--- src/rtl/prg_bank_pkg.sv ---
package prg_bank_pkg;
  localparam int BANK_W     = 6;
  localparam int DATA_W     = 8;
  localparam int BIT_RAM    = 7;
  localparam int BIT_EXP    = 6;
  localparam int BIT_SIZE   = 2;
  localparam int BIT_MIRROR = 0;

  typedef struct packed {
    logic              ram_sel;
    logic              exp_sel;
    logic [BANK_W-1:0] num;
  } bank_reg_t;

  typedef struct packed {
    logic size32;
    logic mirror_h;
  } mode_reg_t;
endpackage

--- src/rtl/prg_bank_regs.sv ---
module prg_bank_regs
  import prg_bank_pkg::*;
#(
  parameter int          CPU_AW    = 16,
  parameter logic [15:0] BANK_ADDR = 16'h5000,
  parameter logic [15:0] MODE_ADDR = 16'h5200
) (
  input  logic              clk,
  input  logic              rst,
  input  logic [CPU_AW-1:0] cpu_addr,
  input  logic [DATA_W-1:0] cpu_wdata,
  input  logic              cpu_wr,
  output bank_reg_t         bank_q,
  output mode_reg_t         mode_q
);
  logic hit_bank, hit_mode;

  assign hit_bank = cpu_wr && (cpu_addr == BANK_ADDR[CPU_AW-1:0]);
  assign hit_mode = cpu_wr && (cpu_addr == MODE_ADDR[CPU_AW-1:0]);

  always_ff @(posedge clk) begin
    if (rst) begin
      bank_q <= '0;
      mode_q <= '0;
    end else begin
      if (hit_bank) begin
        bank_q.ram_sel <= cpu_wdata[BIT_RAM];
        bank_q.exp_sel <= cpu_wdata[BIT_EXP];
        bank_q.num     <= cpu_wdata[BANK_W-1:0];
      end
      if (hit_mode) begin
        mode_q.size32   <= cpu_wdata[BIT_SIZE];
        mode_q.mirror_h <= cpu_wdata[BIT_MIRROR];
      end
    end
  end
endmodule

--- src/rtl/prg_window_decode.sv ---
module prg_window_decode
  import prg_bank_pkg::*;
#(
  parameter int CPU_AW  = 16,
  parameter int SRAM_AW = 17,
  localparam int WIN_AW  = CPU_AW - 2,
  localparam int WRAM_AW = CPU_AW - 3,
  localparam int ROM_AW  = 1 + BANK_W + WIN_AW,
  localparam int SRB     = SRAM_AW - WIN_AW
) (
  input  logic [CPU_AW-1:0] cpu_addr,
  input  bank_reg_t         bank,
  input  mode_reg_t         mode,
  output logic [ROM_AW-1:0] addr,
  output logic              rom_cs,
  output logic              wram_cs,
  output logic              sram_cs
);
  logic               in_prg, in_wram, in_window;
  logic [ROM_AW-1:0]  rom16, rom32, fixed_lo;
  logic [SRAM_AW-1:0] sram16, sram32;

  assign in_prg    = cpu_addr[CPU_AW-1];
  assign in_wram   = (cpu_addr[CPU_AW-1:CPU_AW-3] == 3'b011);
  assign in_window = mode.size32 || !cpu_addr[WIN_AW];

  assign rom16    = {bank.exp_sel, bank.num, cpu_addr[WIN_AW-1:0]};
  assign rom32    = {bank.exp_sel, bank.num[BANK_W-1:1], cpu_addr[WIN_AW:0]};
  assign fixed_lo = ROM_AW'(cpu_addr[WIN_AW-1:0]);
  assign sram16   = {bank.num[SRB-1:0], cpu_addr[WIN_AW-1:0]};
  assign sram32   = {bank.num[SRB-1:1], cpu_addr[WIN_AW:0]};

  always_comb begin
    addr    = '0;
    rom_cs  = 1'b0;
    wram_cs = 1'b0;
    sram_cs = 1'b0;
    if (in_prg) begin
      if (!in_window) begin
        rom_cs = 1'b1;
        addr   = fixed_lo;
      end else if (bank.ram_sel) begin
        sram_cs = 1'b1;
        addr    = mode.size32 ? ROM_AW'(sram32) : ROM_AW'(sram16);
      end else begin
        rom_cs = 1'b1;
        addr   = mode.size32 ? rom32 : rom16;
      end
    end else if (in_wram) begin
      wram_cs = 1'b1;
      addr    = ROM_AW'(cpu_addr[WRAM_AW-1:0]);
    end
  end
endmodule

--- src/rtl/prg_mirror_sel.sv ---
module prg_mirror_sel
  import prg_bank_pkg::*;
(
  input  mode_reg_t mode,
  input  logic      ppu_a10,
  input  logic      ppu_a11,
  output logic      ciram_a10
);
  assign ciram_a10 = mode.mirror_h ? ppu_a11 : ppu_a10;
endmodule

--- src/rtl/prg_bank_mapper.sv ---
module prg_bank_mapper
  import prg_bank_pkg::*;
#(
  parameter int          CPU_AW    = 16,
  parameter int          SRAM_AW   = 17,
  parameter logic [15:0] BANK_ADDR = 16'h5000,
  parameter logic [15:0] MODE_ADDR = 16'h5200,
  localparam int PRG_AW = 1 + BANK_W + CPU_AW - 2
) (
  input  logic              clk,
  input  logic              rst,
  input  logic [CPU_AW-1:0] cpu_addr,
  input  logic [DATA_W-1:0] cpu_wdata,
  input  logic              cpu_wr,
  input  logic              ppu_a10,
  input  logic              ppu_a11,
  output logic [PRG_AW-1:0] prg_addr,
  output logic              rom_cs,
  output logic              wram_cs,
  output logic              sram_cs,
  output logic              ciram_a10
);
  bank_reg_t         bank_q;
  mode_reg_t         mode_q;
  logic [PRG_AW-1:0] addr_d;
  logic              rom_d, wram_d, sram_d, a10_d;

  prg_bank_regs #(
    .CPU_AW(CPU_AW), .BANK_ADDR(BANK_ADDR), .MODE_ADDR(MODE_ADDR)
  ) u_regs (
    .clk(clk), .rst(rst), .cpu_addr(cpu_addr), .cpu_wdata(cpu_wdata),
    .cpu_wr(cpu_wr), .bank_q(bank_q), .mode_q(mode_q)
  );

  prg_window_decode #(.CPU_AW(CPU_AW), .SRAM_AW(SRAM_AW)) u_dec (
    .cpu_addr(cpu_addr), .bank(bank_q), .mode(mode_q), .addr(addr_d),
    .rom_cs(rom_d), .wram_cs(wram_d), .sram_cs(sram_d)
  );

  prg_mirror_sel u_mir (
    .mode(mode_q), .ppu_a10(ppu_a10), .ppu_a11(ppu_a11), .ciram_a10(a10_d)
  );

  always_ff @(posedge clk) begin
    if (rst) begin
      prg_addr  <= '0;
      rom_cs    <= 1'b0;
      wram_cs   <= 1'b0;
      sram_cs   <= 1'b0;
      ciram_a10 <= 1'b0;
    end else begin
      prg_addr  <= addr_d;
      rom_cs    <= rom_d;
      wram_cs   <= wram_d;
      sram_cs   <= sram_d;
      ciram_a10 <= a10_d;
    end
  end
endmodule

--- config.mk ---
export PLATFORM = sky130hd
export DESIGN_NAME = prg_bank_mapper
export DESIGN_NICKNAME = d
export VERILOG_FILES = /design/src/rtl/prg_bank_pkg.sv /design/src/rtl/prg_bank_regs.sv /design/src/rtl/prg_window_decode.sv /design/src/rtl/prg_mirror_sel.sv /design/src/rtl/prg_bank_mapper.sv
export SDC_FILE = /design/constraint.sdc
export NUM_CORES = 1
export LEC_CHECK = 0
export CORE_UTILIZATION = 43
export CTS_CLUSTER_SIZE = 40
export DETAILED_ROUTE_END_ITERATION = 10
export GPL_TIMING_DRIVEN = 0
export PLACE_DENSITY = 0.91
export REMOVE_ABC_BUFFERS = 1
export SLEW_MARGIN = 5
export SYNTH_ARGS = -nofsm -noshare
export SYNTH_HDL_FRONTEND = slang
export SYNTH_SLANG_ARGS = --single-unit
--- constraint.sdc ---
create_clock -name clk -period 4 [get_ports clk]
set_clock_uncertainty 0.1 [all_clocks]
set_input_delay 0.4 -clock clk [delete_from_list [all_inputs] [get_ports clk]]
set_output_delay 0.4 -clock clk [all_outputs]
set_load 0.01 [all_outputs]
==> flow_metrics.py <==
metrics = {
    "outcome": {
        "status": "finished, final reports clean",
    },
    "timing": {
        "drv_slew": 0,
        "hold_viol": 0,
        "relSlewSlack_pct": 45.4,
        "min_period_over_period_pct": 55.5,
        "setup_viol": 0,
        "fin_tns_setup_ps": 0,
        "rsz0062_at_grt": "false",
        "fin_crit_ps": 2220,
        "tightest_slew_ps": 816,
        "fmax_ghz": 0.450,
    },
    "worst_setup_path": {
        "reg2reg_depth": 4,
        "crit_required_ps": 4100,
        "endpoint_kind": "flip-flop",
        "cp.arrival_ps": 2320,
        "cp-start-kind": "input pin",
        "path_class": "in2reg",
        "critPathMaxFanout": 10,
    },
    "min_path": {
        "hold_path_depth": 2,
        "hp-class": "reg2reg",
    },
    "drt": {
        "drt_iter0_drc": 19,
        "finalWirelength_um": 2740,
        "first_pass_iters": 4,
        "wl_per_cell_um": 14.0,
        "wl_met1_um": 1050,
        "vias": 981,
        "antenna_left": 0,
        "drt-vias-per-instance": 5.03,
        "drcViolationCount": 0,
        "dr_wl_met3_um": 115,
        "dr_wl_met2_um": 1480,
        "top_layer_used": "met4",
    },
    "placed_design": {
        "dpl_cell_area_um2": 1730,
        "dp_hpwl_um": 2060,
        "portBuffers": 53,
        "finalWeightedCongestion": 0.714,
    },
    "layout": {
        "drive_gt1_share_pct": 12.7,
        "nets": 194,
        "layout_common_cells": "clkdlybuf4s50_1 (53), dfxtp_1 (35), nor2b_1 (13)",
        "final_common_cell": "clkdlybuf4s50_1",
        "utilization_pct": 69.1,
        "final_area_um2": 1790,
        "areaGrowthSynthToFinish_pct": 46.6,
        "diodes": 0,
    },
    "pwr": {
        "p_leak_nw": 0.654,
        "p_per_area_nw_per_um2": 349,
        "ir_worst_vdd_mv": 0.267,
    },
    "die": {
        "io_pins": 54,
        "core_um2": 2590,
        "rows": 18,
        "die_area_um2": 3060,
        "die-height_um": 55.3,
        "die_width_um": 55.3,
        "initial_core_util_pct": 47.1,
    },
    "clock_network": {
        "htree_levels": 2,
        "cts_sinks": 35,
        "clock_latency_ps": 340,
        "cts_root_buf": "clkbuf_4",
        "path_clk_slew_ps": 90,
        "cts_buffers": 5,
        "holdBufCountCts": 0,
        "cts_setup_buffers": 0,
        "cts_max_path_buffers": 2,
        "cts_tree": "done",
        "cts_resized": 0,
    },
    "logic_synthesis": {
        "synth_seq_cells": 35,
        "avgSynthCellArea_um2": 11.1,
        "synthCells": 110,
        "ys_seq_area_share_pct": 57.4,
        "synth.cell_area_um2": 1220,
        "synth_cell_types": 23,
        "yosys_warnings": 0,
    },
    "grt": {
        "grt_max_degree": 14,
        "antenna_found_initial": 0,
        "grt_pass1_vias": 968,
        "grt-ovfl-total": 0,
        "grt_usage_pct": 19.6,
        "grt_pass1_wl_um": 4530,
    },
    "run": {
        "maxCapViolations": 0,
    },
}
through the flow:
step / cells / power [mW] / setup slack, ps / hold WS (ps)
floorplan: 105 / 0.385 / 2010 / 328
global placement: 188 / 0.436 / 1490 / 342
detailed placement: 188 / 0.439 / 1440 / 349
CTS: 195 / 0.628 / 1800 / 364
global route: 195 / 0.650 / 1760 / 379
finish: 195 / 0.625 / 1780 / 361
worst max-delay path: stages:
cell and delay [ps]:
clkdlybuf4s50_1 420, or4b_4 580, or4_4 670, o21ai_2 160, a21oi_1 90
cell usage after synthesis:
cell type,instances,area (um2)
o21ai_2,10,87.6
dfxtp_1,35,701
nand2_1,1,3.75
inv_1,2,7.51
a21boi_0,1,7.51
nor4bb_1,1,10.0
buf_8,1,15.0
clkbuf_8,1,13.8
or4_1,1,7.51
nor2_1,5,18.8
and2_1,5,31.3
nand2b_1,1,6.26
and3_1,3,18.8
buf_6,2,22.5
or4b_1,1,10.0
nor4_4,1,21.3
or4_4,1,11.3
a21oi_1,11,55.1
or4b_4,2,27.5
mux2i_1,1,10.0
clkbuf_1,1,3.75
nand3_1,10,50.1
nor2b_1,13,81.3
logic make-up (layout without fill, tap and decap cells):
kind of cell           count (synthesis)  in the layout  synth area share [%]
AO/OA/AOI/OAI                         22             22                  12.3
multiplexers                           1              1                 0.820
AND/OR/NAND/NOR                       45             45                  24.4
buffers and inverters                  7             62                  5.12
flip-flops                            35             35                  57.4
metal layers:
metal / up-vias / GRT usage [%]
met2: 33 / 33.9
met4: 0 / 11.8
met5: - / 0
li1: 488 / -
met3: 9 / 6.56
met1: 451 / 20.5
flip-flops by register name, indices dropped and copies added, names as in the netlist:
| name | cells |
|---|---|
| rom_cs | 1 |
| sram_cs | 1 |
| u_regs.bank_q | 8 |
| prg_addr | 21 |
| u_regs.mode_q | 2 |
| wram_cs | 1 |
| ciram_a10 | 1 |
worst paths after layout:
kind | from | endpoint | slack [ps]
worst max-delay path | cpu_addr[1] | u_regs.bank_q[2] | 1780
worst min-delay path | u_regs.bank_q[6] | u_regs.bank_q[6] | 360
worst max register to register | u_regs.mode_q[1] | prg_addr[19] | 2880
worst min register to register | u_regs.bank_q[6] | u_regs.bank_q[6] | 360
where the power goes:
part,switching [mW],internal (mW)
clock,0.113,0.0814
combinational,0.0275,0.0444
sequential,0.00247,0.357
layout make-up:
type / instances / area (um2)
clock buffer: 6 / 51.3
multi-input combinational: 68 / 458
tap: 30 / 37.5
fill: 200 / 800
inverter: 2 / 7.51
timing repair buffer: 53 / 531
sequential: 35 / 701
clock inverter: 1 / 5.00
Power figures use the tool's default switching activity.
